<file path="src/rtl/sync_pwm_pkg.sv">
// Shared definitions for the synchronizable PWM timer channel.
// Assumes the data width of the write port is at least 5 bits.
package sync_pwm_pkg;
    localparam int ADDR_W = 2;

    localparam logic [ADDR_W-1:0] A_PERIOD  = 2'd0;
    localparam logic [ADDR_W-1:0] A_COMPARE = 2'd1;
    localparam logic [ADDR_W-1:0] A_PHASE   = 2'd2;
    localparam logic [ADDR_W-1:0] A_CTRL    = 2'd3;

    localparam int CTRL_W = 5;

    typedef enum logic [1:0] {
        SO_TERMINAL = 2'd0,
        SO_PASS     = 2'd1,
        SO_OFF      = 2'd2,
        SO_OFF_ALT  = 2'd3
    } so_sel_e;

    // Packed so that the low control bits map straight onto the write data.
    typedef struct packed {
        so_sel_e so_sel;   // bits 4:3
        logic    sync_en;  // bit 2
        logic    invert;   // bit 1
        logic    run;      // bit 0
    } ctrl_t;
endpackage

</file>
<file path="src/rtl/pwm_cfg_regs.sv">
// Configuration storage: period, compare, phase and control word.
// A write is stored at the clock edge and is used from the next cycle on.
// Assumes wr_addr and wr_data are stable around the clock edge.
module pwm_cfg_regs
    import sync_pwm_pkg::*;
#(
    parameter int CNT_W = 16
) (
    input  logic              clk,
    input  logic              rst_n,
    input  logic              wr_en,
    input  logic [ADDR_W-1:0] wr_addr,
    input  logic [CNT_W-1:0]  wr_data,
    output logic [CNT_W-1:0]  period,
    output logic [CNT_W-1:0]  compare,
    output logic [CNT_W-1:0]  phase,
    output ctrl_t             ctrl
);

    // Store a write in the register that the address selects.
    always_ff @(posedge clk) begin
        if (!rst_n) begin
            period  <= '0;
            compare <= '0;
            phase   <= '0;
            ctrl    <= '0;
        end else if (wr_en) begin
            unique case (wr_addr)
                A_PERIOD:  period  <= wr_data;
                A_COMPARE: compare <= wr_data;
                A_PHASE:   phase   <= wr_data;
                A_CTRL:    ctrl    <= ctrl_t'(wr_data[CTRL_W-1:0]);
                default:   ;
            endcase
        end
    end

    // a control write lands as given on the following edge.
    p_ctrl_write_r2: assert property (@(posedge clk) disable iff (!rst_n)
        wr_en && wr_addr == A_CTRL |=> ctrl == $past(wr_data[CTRL_W-1:0]));

    // with no write strobe the period holds its value.
    p_period_hold_r2: assert property (@(posedge clk) disable iff (!rst_n)
        !wr_en |=> $stable(period));

endmodule

</file>
<file path="src/rtl/pwm_counter.sv">
// Time base: steps up while running, wraps after period-1, and loads the
// phase value on a sync load. The sync load wins over stepping and also
// works while stopped. 'last' flags the final count of each repeat.
module pwm_counter #(
    parameter int CNT_W = 16
) (
    input  logic             clk,
    input  logic             rst_n,
    input  logic             run,
    input  logic             sync_load,
    input  logic [CNT_W-1:0] period,
    input  logic [CNT_W-1:0] phase,
    output logic [CNT_W-1:0] cnt,
    output logic             last
);

    localparam int EXT_W = CNT_W + 1;

    logic [EXT_W-1:0] cnt_plus;

    // Compare count+1 against the period in a wider width so 0 and 1 are safe.
    always_comb begin
        cnt_plus = {1'b0, cnt} + EXT_W'(1);
        last     = cnt_plus >= {1'b0, period};
    end

    // Advance, wrap, hold or load the counter.
    always_ff @(posedge clk) begin
        if (!rst_n) begin
            cnt <= '0;
        end else if (sync_load) begin
            cnt <= phase;
        end else if (run) begin
            cnt <= last ? '0 : cnt_plus[CNT_W-1:0];
        end
    end

    // a sync load places the phase value in the counter.
    p_sync_load_r7: assert property (@(posedge clk) disable iff (!rst_n)
        sync_load |=> cnt == $past(phase));

    // a stopped counter without a load keeps its value.
    p_frozen_r6: assert property (@(posedge clk) disable iff (!rst_n)
        !run && !sync_load |=> $stable(cnt));

    // the final count returns to zero.
    p_wrap_r3: assert property (@(posedge clk) disable iff (!rst_n)
        run && !sync_load && last |=> cnt == '0);

    // any other count moves up by one.
    p_step_r3: assert property (@(posedge clk) disable iff (!rst_n)
        run && !sync_load && !last |=> cnt == $past(cnt) + CNT_W'(1));

endmodule

</file>
<file path="src/rtl/pwm_out_stage.sv">
// Output logic: active window from the compare value, polarity, and the
// sync-output selector (terminal pulse, pass-through or off).
// Assumes cnt and the configuration come from registers.
module pwm_out_stage
    import sync_pwm_pkg::*;
#(
    parameter int CNT_W = 16
) (
    input  logic             clk,
    input  logic             rst_n,
    input  logic [CNT_W-1:0] cnt,
    input  logic [CNT_W-1:0] compare,
    input  logic             last,
    input  ctrl_t            ctrl,
    input  logic             sync_in,
    output logic             pwm_o,
    output logic             sync_out
);

    logic active;

    // Active window and polarity.
    always_comb begin
        active = cnt < compare;
        pwm_o  = active ^ ctrl.invert;
    end

    // Pick the sync output source.
    always_comb begin
        unique case (ctrl.so_sel)
            SO_TERMINAL: sync_out = ctrl.run & last;
            SO_PASS:     sync_out = sync_in;
            default:     sync_out = 1'b0;
        endcase
    end

    // select 2 or 3 keeps sync_out low.
    p_sync_off_r9: assert property (@(posedge clk) disable iff (!rst_n)
        ctrl.so_sel[1] |-> !sync_out);

    // pass-through follows the input in the same cycle.
    p_sync_pass_r9: assert property (@(posedge clk) disable iff (!rst_n)
        ctrl.so_sel == SO_PASS |-> sync_out == sync_in);

    // a zero compare keeps the output at its inactive level.
    p_cmp_zero_r4: assert property (@(posedge clk) disable iff (!rst_n)
        compare == '0 |-> pwm_o == ctrl.invert);

    // no terminal pulse while stopped.
    p_no_pulse_stopped_r10: assert property (@(posedge clk) disable iff (!rst_n)
        ctrl.so_sel == SO_TERMINAL && !ctrl.run |-> !sync_out);

endmodule

</file>
<file path="src/rtl/sync_pwm_timer.sv">
// Top of one synchronizable PWM timer channel. It ties the configuration
// registers, the counter and the output stage together. Channels chain
// sync_out to sync_in. Assumes sync_in comes from the same clock domain.
module sync_pwm_timer
    import sync_pwm_pkg::*;
#(
    parameter int CNT_W = 16
) (
    input  logic                        clk,
    input  logic                        rst_n,
    input  logic                        wr_en,
    input  logic [sync_pwm_pkg::ADDR_W-1:0] wr_addr,
    input  logic [CNT_W-1:0]            wr_data,
    input  logic                        sync_in,
    output logic                        sync_out,
    output logic                        pwm_o
);

    logic [CNT_W-1:0] period;
    logic [CNT_W-1:0] compare;
    logic [CNT_W-1:0] phase;
    ctrl_t            ctrl;
    logic [CNT_W-1:0] cnt;
    logic             last;
    logic             sync_load;

    // A sync pulse acts only when the sync input is enabled.
    always_comb sync_load = sync_in & ctrl.sync_en;

    pwm_cfg_regs #(.CNT_W(CNT_W)) u_regs (
        .clk     (clk),
        .rst_n   (rst_n),
        .wr_en   (wr_en),
        .wr_addr (wr_addr),
        .wr_data (wr_data),
        .period  (period),
        .compare (compare),
        .phase   (phase),
        .ctrl    (ctrl)
    );

    pwm_counter #(.CNT_W(CNT_W)) u_cnt (
        .clk       (clk),
        .rst_n     (rst_n),
        .run       (ctrl.run),
        .sync_load (sync_load),
        .period    (period),
        .phase     (phase),
        .cnt       (cnt),
        .last      (last)
    );

    pwm_out_stage #(.CNT_W(CNT_W)) u_out (
        .clk      (clk),
        .rst_n    (rst_n),
        .cnt      (cnt),
        .compare  (compare),
        .last     (last),
        .ctrl     (ctrl),
        .sync_in  (sync_in),
        .pwm_o    (pwm_o),
        .sync_out (sync_out)
    );

    // a terminal pulse lasts one cycle when nothing disturbs the count.
    p_single_pulse_r10: assert property (@(posedge clk) disable iff (!rst_n)
        ctrl.so_sel == SO_TERMINAL && sync_out && period >= CNT_W'(2)
        && !sync_load && !wr_en |=> !sync_out);

    // with the sync input disabled, a stopped counter ignores sync_in.
    p_sync_ignored_r8: assert property (@(posedge clk) disable iff (!rst_n)
        !ctrl.sync_en && !ctrl.run |=> $stable(cnt));

    // the first cycle after reset has a zero count and a quiet output.
    p_reset_state_r1: assert property (@(posedge clk)
        !rst_n |=> cnt == '0 && ctrl == '0 && !pwm_o);

endmodule

</file>
<file path="config.mk">
export PLATFORM = sky130hd
export DESIGN_NAME = sync_pwm_timer
export DESIGN_NICKNAME = d
export VERILOG_FILES = /design/src/rtl/sync_pwm_pkg.sv /design/src/rtl/pwm_cfg_regs.sv /design/src/rtl/pwm_counter.sv /design/src/rtl/pwm_out_stage.sv /design/src/rtl/sync_pwm_timer.sv
export SDC_FILE = /design/constraint.sdc
export NUM_CORES = 1
export LEC_CHECK = 0
export ABC_AREA = 1
export ABC_CLOCK_PERIOD_IN_PS = 3220
export BUFFER_PORTS_ARGS = -buffer_cell sky130_fd_sc_hd__buf_2
export CELL_PAD_IN_SITES_DETAIL_PLACEMENT = 0
export CELL_PAD_IN_SITES_GLOBAL_PLACEMENT = 1
export CORE_UTILIZATION = 44
export DETAILED_ROUTE_END_ITERATION = 10
export HOLD_SLACK_MARGIN = 0.12
export PLACE_DENSITY = 0.89
export REMOVE_ABC_BUFFERS = 1
export SYNTH_ARGS = -nofsm -noshare
export SYNTH_HDL_FRONTEND = slang
export SYNTH_SLANG_ARGS = --single-unit
</file>
<file path="constraint.sdc">
create_clock -name clk -period 3.22 [get_ports clk]
set_input_delay 0.322 -clock clk [delete_from_list [all_inputs] [get_ports clk]]
set_output_delay 0.322 -clock clk [all_outputs]
set_load 0.01 [all_outputs]
</file>
==> results.json <==
{
  "leakagePower_nw": 2.03,
  "failed_checks": "DRC",
  "setup_viol": 0,
  "yosysWarnings": 0,
  "required_ps": 2900,
  "instances_no_fill": 722,
  "r2r_cells": 17,
  "rsz0062_at_grt": "no",
  "clock_latency_ps": 350,
  "fin_crit_ps": 3050,
  "clockBufferDepth": 2,
  "synth_ff_type": "dfxtp_1",
  "drv_slew": 0,
  "track_usage_pct": 23.7,
  "avgSynthCellArea_sq_um": 6.96,
  "synth_seq_cells": 69,
  "crit_type": "reg -> out",
  "worstMarginPinSlew_ps": 804,
  "synthArstFlopShare_pct": 0,
  "antenna_left": 0,
  "cts.htree.levels": 3,
  "route.detailed.drc": 2,
  "synthCells": 587,
  "cp-end-kind": "output port",
  "cts_sinks": 69,
  "worstPathArrival_ps": 2720,
  "grt_pass1_wl_um": 17900,
  "cts_tree": "yes",
  "root_buffer": "clkbuf_8",
  "final_layout_size_suffix_gt1_share_pct": 18.1,
  "area_growth_pct": 12.5,
  "die_w_um": 98.3,
  "power-per-cell-area_mw_per_mm2": 407,
  "row_count": 34,
  "layout_commonest_cell": "inv_1",
  "vias_per_cell": 5.22,
  "worst_hold_slack_ps": 213,
  "hpwl_um": 7500,
  "dp_cells": 704,
  "gp_congestion": 0.896,
  "dr_total_vias": 3771,
  "grt_overflow": 0,
  "drt_iter0_markers": 175,
  "nets": 663,
  "io_pins": 24,
  "hp-class": "in -> reg",
  "port_buffers": 23,
  "irDropWorstVdd_v": 0.000281,
  "core-area_sq_mm": 0.00885,
  "first_pass_iters": 8,
  "drv_cap": 0,
  "setup-tns-final_ps": 0,
  "dieArea_sq_mm": 0.00967,
  "n_antenna_cell": 0,
  "pre_cts_slack_ps": 109,
  "antenna_found_initial": 0,
  "syn-cell-area_sq_mm": 0.00408,
  "cp-start-kind": "flop",
  "status": "finished with violations",
  "slew_headroom_pct": 46.0,
  "cts_buffers": 9,
  "grt_pass1_vias": 3643,
  "setup_slack_ps": 174,
  "hold_depth": 3,
  "yosysUniqueCellTypes": 26,
  "die_y_um": 98.3,
  "hold_buffers": 0,
  "skew_ps": 6.53,
  "final_cell_mix": "inv_1 (91), nand2_1 (73), nor2_1 (65)",
  "initial_utilization_pct": 46.2,
  "max_freq_ghz": 0.328,
  "fin_crit_sh_pct": 94.6,
  "synth_edf_count": 0,
  "hold_viol": 0,
  "avgRoutedWirePerCell_um": 14.9,
  "grt_max_degree": 52,
  "worst-path-max-fanout": 6,
  "synth_seq_area_share_pct": 33.8,
  "routed_wl_um": 10800,
  "cts.reportedPaths.clkPinSlew_ps": 70
}
flip-flops by register name (all words and copies together) (netlist names):
signal and flops:
u_cnt.cnt 16, u_regs.compare 16, u_regs.ctrl 5, u_regs.period 16, u_regs.phase 16
worst paths after layout:
check,slack (ps),end,startpoint
max reg2reg,590,u_cnt.cnt[2],u_cnt.cnt[2]
max,170,sync_out,u_cnt.cnt[2]
min reg2reg,460,u_regs.compare[6],u_regs.compare[6]
min,210,u_regs.phase[5],wr_data[5]
cell type report:
type / instances / area, sq um
fill: 900 / 4260
timing repair buffer: 32 / 183
tap: 108 / 135
multi-input combinational: 399 / 2310
sequential: 69 / 1410
clock buffer: 11 / 141
clock inverter: 5 / 50.0
inverter: 98 / 368
power by group:
| group | switching [mW] | leakage (nW) | internal (mW) |
|---|---|---|---|
| Sequential | 0.0160 | 0.570 | 0.885 |
| Combinational | 0.179 | 1.36 | 0.0833 |
| Clock | 0.332 | 0.103 | 0.374 |
| Total | 0.527 | 2.03 | 1.34 |
cells by family after synthesis:
logic type	count (synthesis)	share of synthesized area [%]
and+or+nand+nor	223	25.3
AOI/OAI and AO/OA	135	17.6
buffers and inverters	119	11.6
DFF	69	33.8
adders and majority gates	32	9.80
xor gates and xnor gates	9	1.93
worst max-delay path, stage by stage (launching register included):
cell and delay (ps):
dfxtp_4 390, nand2_1 100, nor2_2 160, nand2_1 110
nor2_1 140, xor2_1 200, inv_1 70, ha_2 390
nand2_1 60, nor2_1 80, nand2_1 70, nor2_2 90
nor2_2 60, nand2_4 80, nor2_8 40, nand2_1 70
nand3_1 70, nand2_1 60, buf_2 120
what timing repair did:
| action | CTS | global route |
|---|---|---|
| setup buffers | 1 | 1 |
| gates resized for setup | 7 | 30 |
| endpoints found under the hold margin | 0 | 0 |
| pin swaps | 1 | 4 |
| setup endpoints to repair | 1 | 1 |
stage by stage:
stage               utilization, %  instance area, sq um  power [mW]
global route                  51.9                  4590        1.95
global placement              48.4                  4280        1.17
finish                        51.9                  4590        1.87
CTS                           50.8                  4500        1.88
floorplan                        -                  3980        1.07
detailed placement            48.4                  4280        1.17
synthesized netlist by cell type (5+ instances only):
| cell | instances | area [sq um] |
|---|---|---|
| inv_1 | 91 | 342 |
| nand2_1 | 78 | 293 |
| nor2_1 | 70 | 263 |
| dfxtp_1 | 69 | 1380 |
| o21ai_0 | 64 | 320 |
| a21oi_1 | 59 | 295 |
| nand3_1 | 47 | 235 |
| ha_1 | 32 | 400 |
| clkbuf_1 | 15 | 56.3 |
| nand3_2 | 12 | 120 |
| a21oi_2 | 10 | 87.6 |
| xor2_1 | 9 | 78.8 |
| inv_2 | 5 | 18.8 |
metal layers:
metal / global-route usage, % / part of all wire (%)
met1: 31.1 / 48
met2: 40.0 / 47
met3: 4.58 / 3.6
met4: 5.86 / 1.3
met5: 0 / 0
Note: power is estimated with default switching activity, not from simulation.
